### src/rtl/refresh_pkg.sv
package refresh_pkg;
    typedef enum logic [0:0] {
        RF_IDLE    = 1'b0,
        RF_RECOVER = 1'b1
    } rf_state_e;
endpackage

### src/rtl/refresh_interval_timer.sv
module refresh_interval_timer #(
    parameter int INTERVAL_CYCLES = 781
) (
    input  logic clk,
    input  logic rst_n,
    input  logic run,
    output logic tick
);
    localparam int CW = (INTERVAL_CYCLES > 1) ? $clog2(INTERVAL_CYCLES) : 1;
    localparam logic [CW-1:0] RELOAD = CW'(INTERVAL_CYCLES - 1);

    logic [CW-1:0] cnt_q;

    always_ff @(posedge clk) begin
        if (!rst_n) begin
            cnt_q <= RELOAD;
        end else if (run) begin
            if (cnt_q == '0) cnt_q <= RELOAD;
            else             cnt_q <= cnt_q - CW'(1);
        end
    end

    always_comb tick = run && (cnt_q == '0);

    // tick reloads the full interval
    assert_tick_reload_R2: assert property (@(posedge clk) disable iff (!rst_n)
        tick |=> cnt_q == RELOAD);
    // paused timer keeps its count
    assert_pause_holds_R2: assert property (@(posedge clk) disable iff (!rst_n)
        !run |=> cnt_q == $past(cnt_q));
endmodule

### src/rtl/refresh_debt_ctr.sv
module refresh_debt_ctr #(
    parameter int DEBT_MAX = 8
) (
    input  logic                          clk,
    input  logic                          rst_n,
    input  logic                          tick,
    input  logic                          take,
    output logic [$clog2(DEBT_MAX+1)-1:0] debt,
    output logic                          owed,
    output logic                          full
);
    localparam int DW = $clog2(DEBT_MAX + 1);
    localparam logic [DW-1:0] CAP = DW'(DEBT_MAX);

    logic [DW-1:0] debt_q;

    always_ff @(posedge clk) begin
        if (!rst_n) begin
            debt_q <= '0;
        end else if (tick && !take) begin
            if (debt_q != CAP) debt_q <= debt_q + DW'(1);
        end else if (take && !tick) begin
            debt_q <= debt_q - DW'(1);
        end
    end

    always_comb begin
        debt = debt_q;
        owed = (debt_q != '0);
        full = (debt_q == CAP);
    end

    assert_debt_cap_R3: assert property (@(posedge clk) disable iff (!rst_n)
        debt_q <= CAP);
    assert_saturate_R3: assert property (@(posedge clk) disable iff (!rst_n)
        (tick && !take && debt_q == CAP) |=> debt_q == CAP);
    assert_take_dec_R6: assert property (@(posedge clk) disable iff (!rst_n)
        (take && !tick) |=> debt_q == $past(debt_q) - DW'(1));
    assert_idle_hold_R8: assert property (@(posedge clk) disable iff (!rst_n)
        (!take && !tick) |=> debt_q == $past(debt_q));
    assert_cancel_R9: assert property (@(posedge clk) disable iff (!rst_n)
        (take && tick) |=> debt_q == $past(debt_q));
endmodule

### src/rtl/refresh_recovery_fsm.sv
module refresh_recovery_fsm
    import refresh_pkg::*;
#(
    parameter int TRFC_CYCLES = 8
) (
    input  logic clk,
    input  logic rst_n,
    input  logic issued,
    input  logic owed,
    output logic accept,
    output logic busy,
    output logic cke_hold
);
    localparam int CW = (TRFC_CYCLES > 1) ? $clog2(TRFC_CYCLES) : 1;
    localparam logic [CW-1:0] CNT_INIT = CW'(TRFC_CYCLES - 1);

    rf_state_e     state_q, state_d;
    logic [CW-1:0] cnt_q, cnt_d;

    always_ff @(posedge clk) begin
        if (!rst_n) begin
            state_q <= RF_IDLE;
            cnt_q   <= '0;
        end else begin
            state_q <= state_d;
            cnt_q   <= cnt_d;
        end
    end

    always_comb begin
        state_d = state_q;
        cnt_d   = cnt_q;
        unique case (state_q)
            RF_IDLE: begin
                if (accept) begin
                    state_d = RF_RECOVER;
                    cnt_d   = CNT_INIT;
                end
            end
            RF_RECOVER: begin
                if (cnt_q == '0) state_d = RF_IDLE;
                else             cnt_d   = cnt_q - CW'(1);
            end
            default: state_d = RF_IDLE;
        endcase
    end

    always_comb begin
        accept   = (state_q == RF_IDLE) && issued && owed;
        busy     = (state_q == RF_RECOVER);
        cke_hold = busy || accept;
    end

    assert_accept_starts_R6: assert property (@(posedge clk) disable iff (!rst_n)
        accept |=> (busy && cnt_q == CNT_INIT));
    assert_window_runs_R6: assert property (@(posedge clk) disable iff (!rst_n)
        (busy && cnt_q != '0) |=> busy);
    assert_no_restart_R8: assert property (@(posedge clk) disable iff (!rst_n)
        (busy && cnt_q != '0) |=> cnt_q == $past(cnt_q) - CW'(1));
    assert_cke_in_window_R7: assert property (@(posedge clk) disable iff (!rst_n)
        busy |-> cke_hold);
endmodule

### src/rtl/refresh_sched.sv
module refresh_sched #(
    parameter int INTERVAL_CYCLES = 781,
    parameter int TRFC_CYCLES     = 8,
    parameter int DEBT_MAX        = 8
) (
    input  logic                          clk,
    input  logic                          rst_n,
    input  logic                          timer_en,
    input  logic                          ref_issued,
    output logic                          ref_req,
    output logic                          ref_urgent,
    output logic                          ref_busy,
    output logic                          cke_hold,
    output logic [$clog2(DEBT_MAX+1)-1:0] ref_debt
);
    logic tick, accept, owed, full, busy;

    refresh_interval_timer #(.INTERVAL_CYCLES(INTERVAL_CYCLES)) u_timer (
        .clk(clk), .rst_n(rst_n), .run(timer_en), .tick(tick)
    );

    refresh_debt_ctr #(.DEBT_MAX(DEBT_MAX)) u_debt (
        .clk(clk), .rst_n(rst_n), .tick(tick), .take(accept),
        .debt(ref_debt), .owed(owed), .full(full)
    );

    refresh_recovery_fsm #(.TRFC_CYCLES(TRFC_CYCLES)) u_fsm (
        .clk(clk), .rst_n(rst_n), .issued(ref_issued), .owed(owed),
        .accept(accept), .busy(busy), .cke_hold(cke_hold)
    );

    always_comb begin
        ref_busy   = busy;
        ref_req    = owed && !busy;
        ref_urgent = full && !busy;
    end

    assert_urgent_implies_req_R5: assert property (@(posedge clk) disable iff (!rst_n)
        ref_urgent |-> ref_req);
    assert_busy_blocks_R4: assert property (@(posedge clk) disable iff (!rst_n)
        ref_busy |-> (!ref_req && !ref_urgent));
endmodule

### config.mk
export PLATFORM = sky130hd
export DESIGN_NAME = refresh_sched
export DESIGN_NICKNAME = d
export VERILOG_FILES = /design/src/rtl/refresh_pkg.sv /design/src/rtl/refresh_interval_timer.sv /design/src/rtl/refresh_debt_ctr.sv /design/src/rtl/refresh_recovery_fsm.sv /design/src/rtl/refresh_sched.sv
export SDC_FILE = /design/constraint.sdc
export NUM_CORES = 1
export LEC_CHECK = 0
export ABC_AREA = 1
export BUFFER_PORTS_ARGS = -buffer_cell sky130_fd_sc_hd__buf_2
export CAP_MARGIN = 20
export CORE_MARGIN = 5
export CORE_UTILIZATION = 25
export CTS_CLUSTER_DIAMETER = 150
export DETAILED_ROUTE_END_ITERATION = 16
export PLACE_DENSITY = 0.37
export SYNTH_ARGS = -nofsm -noshare
export SYNTH_HDL_FRONTEND = slang
export SYNTH_SLANG_ARGS = --single-unit
### constraint.sdc
create_clock -name clk -period 2.8 [get_ports clk]
set_input_delay 0.14 -clock clk [delete_from_list [all_inputs] [get_ports clk]]
set_output_delay 0.14 -clock clk [all_outputs]
set_load 0.01 [all_outputs]
Word level (Yosys, flattened, before mapping)
Cells that the tools add are included.
{"block": "word_totals", "out_inout_bits": 8, "regBits": 18, "input_bits": 4}
{"block": "op_classes", "addsub": 4, "n_mux": 10, "bitwise_logic": 1, "reduce_logical": 17, "n_eq_ne": 5}
{"cell": "4-bit 2-to-1 mux", "n": 3}
{"cell": "10-bit logical NOT", "n": 1}
{"cell": "10-bit 2-to-1 mux", "n": 1}
{"cell": "10-bit by 1-bit subtractor with 10-bit output, second input constant", "n": 1}
{"cell": "1-bit logical AND", "n": 7}
{"cell": "3-bit 2-to-1 mux", "n": 2}
{"cell": "2-bit != test, second input constant", "n": 3}
{"cell": "3-bit one-hot mux with 2 select lines", "n": 1}
{"cell": "4-bit by 1-bit adder with 4-bit output, second input constant", "n": 1}
{"cell": "4-bit equality test, second input constant", "n": 1}
{"cell": "4-bit != test, second input constant", "n": 1}
{"cell": "2-bit AND reduction", "n": 2}
{"cell": "4-bit nonzero test", "n": 1}
{"cell": "4-bit by 1-bit subtractor with 4-bit output, second input constant", "n": 1}
{"cell": "1-bit logical NOT", "n": 3}
{"cell": "3-bit logical NOT", "n": 1}
{"cell": "3-bit by 1-bit subtractor with 3-bit output, second input constant", "n": 1}
{"cell": "1-bit 2-to-1 mux", "n": 2}
{"cell": "1-bit one-hot mux with 2 select lines", "n": 1}
{"cell": "2-bit nonzero test", "n": 1}
{"cell": "1-bit logical OR", "n": 1}
{"cell": "1-bit NOT", "n": 1}

Longest topological paths before layout
{"block": "depth", "depth_word": 7, "mapped_depth": 14, "mapped_depth_nobuf": 14}

Cells and area by module
From an unflattened synthesis, not the netlist that was laid out.
{"block": "unflattened", "cells_unflattened": 170, "hier_area_um2": 1134.8}
{"module": "refresh_interval_timer", "cells_each": 74, "area_per_inst_um2": 530.5, "n_inst": 1}
{"module": "refresh_debt_ctr", "cells_each": 58, "area_per_inst_um2": 355.3, "n_inst": 1}
{"module": "refresh_recovery_fsm", "cells_each": 34, "area_per_inst_um2": 234.0, "n_inst": 1}
{"module": "refresh_sched", "cells_each": 4, "area_per_inst_um2": 15.0, "n_inst": 1}

Least setup slack after synthesis
Ideal clock, no wire load.
{"block": "synth_path", "path_type": "register to register", "from": "reg u_timer.cnt_q[1]", "to": "reg u_debt.debt_q[3] (netlist: u_debt.debt[3])", "path_stages_with_launch": 14, "n_path_buf": 0, "required_time_ps": 2685, "setup_slack_ps": 857, "arrival_time_ps": 1828, "synth_period_minus_slack_ps": 1943, "setup_time_ps": 115, "cell_sequence": "dfxtp_1 > inv_1 > ha_1 > inv_1 > nor2_1 > nand2_2 > nor2_4 > nand2_1 > ha_1 > a21oi_1 > nand2_1 > nand3b_1 > a21oi_1 > nor2_1"}
{"block": "synth_between", "elab_chain_cells": 6}
{"item": "start: declaration", "line": "refresh_interval_timer.sv:12", "source": "logic [CW-1:0] cnt_q;"}
{"item": "start signal: assignment", "line": "refresh_interval_timer.sv:19", "source": "else cnt_q <= cnt_q - CW'(1);"}
{"item": "10-bit logical NOT *", "line": "refresh_interval_timer.sv:23", "source": "always_comb tick = run && (cnt_q == '0);"}
{"item": "1-bit logical AND *", "line": "refresh_interval_timer.sv:23"}
{"item": "1-bit logical NOT", "line": "refresh_debt_ctr.sv:22", "source": "end else if (take && !tick) begin"}
{"item": "1-bit logical AND", "line": "refresh_debt_ctr.sv:22"}
{"item": "2-bit nonzero test (no line)"}
{"item": "2-bit AND reduction (no line)"}
{"item": "end signal: assignment", "line": "refresh_debt_ctr.sv:21", "source": "if (debt_q != CAP) debt_q <= debt_q + DW'(1);"}
{"item": "end signal: assignment", "line": "refresh_debt_ctr.sv:23", "source": "debt_q <= debt_q - DW'(1);"}
{"item": "end: declaration", "line": "refresh_debt_ctr.sv:15", "source": "logic [DW-1:0] debt_q;"}
Mark *: on every way between the ends. The rest lies on a longest branch, timed or not.
A chain may end at the register's enable or synchronous reset.

Final worst setup path
Same ends and word-level chain as after synthesis.

==> metrics.txt <==
outcome finished clean; die area 5497 um2; Final Cycle Share 0.7565; RSZ-0062 raised after global routing false; Most Used Layer, Global Route met2; post-layout min period 2118 ps; Rel. slew slack 0.7866; cell with the most instances after synthesis nand2_1; total number of vias 855; Synth area leader dfxtp_1; Slew Viols, Final 0; share of power burned in registers 0.378; switch share 0.3997; FF+latch count, synth 18; Final WS setup 681.7 ps; most instantiated cells after synthesis nand2_1 (24), inv_1 (23), dfxtp_1 (18); num ports 12; critical path fanouts, max 3; largest net degree at the start of global routing 10; pin slew with the least headroom to its limit 319.3 ps; Cell Area, Synth 1028 um2; Setup WS pre-CTS 691.6 ps; CP cell instances inv_1, ha_1, inv_1, nor2_1, nand2_2, nor2_4, nand2_1, ha_1, a21oi_1, nand2_1, nand3b_1, a21oi_1, nor2_1; worst-skew pair later-pin latency 250 ps; met1 GRT Util 0.1013; Fillers 434; Hold Crit Class input port to flop; reg2reg end u_debt.debt[3]$_SDFFE_PN0P_; Pwr Density 803.1 nW/um2; final WL 1989 um; clk_skew 1.231 ps; vias in the first global route 832; critical path required time 2940 ps; Max Freq 472.1 MHz; Total GRT Usage 0.08285; Pint 0.5724 mW; Setup Crit Path Kind flop to flop; Num CTS Buffers 3; Clock Pin Slew Worst Setup and Hold Paths 60 ps; Final Hold Fails 0; cell family with most CP delay simple AND/OR/NAND/NOR gates; Worst path max stage delay 340 ps; Arrival @ worst endpoint 2260 ps; Final ANT Viol Nets 0; final setup fails 0; Max VDD drop 0.2853 mV; Seq/Total Area, Yosys 0.3504; Bufs and invs on worst path 2; global-route wire length before repair 3601 um; hold bufs inserted after CTS 0; share of layout cells above drive strength 1 0.2129; CP max stage cell dfxtp_1; CP Capture Point u_debt.debt[3]$_SDFFE_PN0P_; Leak 0.5567 nW; net count after synthesis 152; Gate power share 0.437; DR vias/cell 4.171; critical path depth 13; post-CTS setup buffers 0; Syn Inst Count 141; CTS tree yes; Avg Inst Size Synth 7.294 um2; DRT Pass-1 Iters 4; Initial Util 0.2571; switching power 0.3812 mW; clk sinks 18; r2r setup slk 680 ps; Avg WL per Cell 9.702 um; Top FF cell, synth dfxtp_1; Worst Setup SP u_timer.cnt_q[1]$_SDFFE_PN0P_; gp weighted congestion 0.7173; met2 GRT Util 0.1368; DR iter-0 viols 23; clock share of power 0.185; Area contributors post-synth dfxtp_1 (35%), nand2_1 (8.8%), inv_1 (8.4%); Post-CTS Resized 0; top-area cell type share of the netlist area 0.3504; Longest Clk Path Bufs 2; Die Y 74.14 um; # diodes 0; Detail Placement HPWL 1608 um; crit end category flop; Max-Cap Viols 0; met3 Use GR 0.02973; Startpoint Class flop; setup tns final 0 ps; Final nets 168; Ys Warns 0; initial antenna violation count 0; Die Wd 74.14 um; Post-synth ARST share 0; number of synthesized flops with an enable pin 0; r2r worst-path depth 13; row cnt 23; H-tree levels 1; global route total overflow 0; Distinct cells, synth 27; area delta synth->final 15.45%; area of the core 4000 um2; root buf cell clkbuf_8; port buffer count 11; DR DRC count 0; r2r startpoint u_timer.cnt_q[1]$_SDFFE_PN0P_
[how the worst min path moves through the flow]
stage | from | to | slack, ps | cells after the start
after detailed placement | timer_en | u_timer.cnt_q[1]$_SDFFE_PN0P_ | 430 | 2
final | timer_en | u_timer.cnt_q[1]$_SDFFE_PN0P_ | 160 | 2
after CTS | timer_en | u_timer.cnt_q[1]$_SDFFE_PN0P_ | 160 | 2
after global placement | timer_en | u_timer.cnt_q[1]$_SDFFE_PN0P_ | 430 | 2
after global routing | timer_en | u_timer.cnt_q[1]$_SDFFE_PN0P_ | 180 | 2
after floorplan | timer_en | u_timer.cnt_q[1]$_SDFFE_PN0P_ | 240 | 1
[state kept, by name (all words and copies together) (netlist names)]
signal,cells
u_timer.cnt_q,10
u_fsm.cnt_q,3
u_debt.debt,4
u_fsm.busy,1
[per-layer routing]
metal | vias up | share of wire
met5 | - | 0
met4 | 0 | 0.010
met3 | 2 | 0.034
met2 | 8 | 0.46
met1 | 373 | 0.50
li1 | 472 | -
[cell type report]
| class | count | area, um2 | share of cell area |
|---|---|---|---|
| Tap cell | 50 | 62.56 | 0.05269 |
| Clock buffer | 3 | 41.29 | 0.03477 |
| Timing Repair Buffer | 11 | 55.05 | 0.04636 |
| Sequential cell | 18 | 360.3 | 0.3035 |
| Multi-Input combinational cell | 97 | 570.5 | 0.4805 |
| Inverter | 26 | 97.59 | 0.08219 |
[cells by family (layout without fill, tap and decap cells)]
kind of cell | count (synthesis) | in the layout | synth area share
AOI/OAI and AO/OA | 17 | 17 | 0.09125
adders and majority gates | 7 | 7 | 0.09246
and+or+nand+nor | 69 | 69 | 0.3370
buffers and inverters | 26 | 40 | 0.09489
DFF | 18 | 18 | 0.3504
xor gates and xnor gates | 4 | 4 | 0.03407
[power groups by stage]
stage	clock network, mW	registers (mW)	logic, mW
3_5_place_dp	0	0.368	0.420
6_report	0.176	0.361	0.417
2_1_floorplan	0	0.371	0.298
5_1_grt	0.199	0.373	0.493
4_1_cts	0.191	0.362	0.423
3_3_place_gp	0	0.368	0.421
[placed cells by master, fill, tap and decap left out]
cell type	count
nor2_4	1
o211ai_1	1
nand2_1	24
nor2_1	17
fa_1	1
o21ai_0	2
nand4_1	2
nor3_4	1
xnor2_1	1
inv_1	23
clkbuf_8	3
nand2_4	1
ha_1	6
nand3_2	2
a21oi_1	8
or2_2	1
nand3b_1	1
inv_2	3
nand2_2	5
nor2_2	5
buf_2	11
a211oi_1	1
o21bai_1	1
nor3_1	1
nand3_1	8
a31oi_1	1
dfxtp_1	18
xor2_1	3
o21ai_1	3
[worst register-to-register path, delay by kind of cell, from the launching register on]
| family | cells | cell delay [ps] |
|---|---|---|
| adders and majority gates | 2 | 480 |
| DFF | 1 | 340 |
| buffers and inverters | 2 | 130 |
| and+or+nand+nor | 7 | 780 |
| AOI/OAI and AO/OA | 2 | 290 |
[through the flow]
stage	hold slack, ps	std cells	utilization	total power [mW]	cell area [um2]
after floorplan	235.6	141	-	0.6692	1028
after global placement	428.1	202	0.2865	0.7894	1146
after detailed placement	433.9	202	0.2865	0.7882	1146
after CTS	159.4	205	0.2968	0.9758	1187
after global routing	184.8	205	0.2968	1.065	1187
final	162.4	205	0.2968	0.9536	1187
Power figures use the tool's default switching activity.
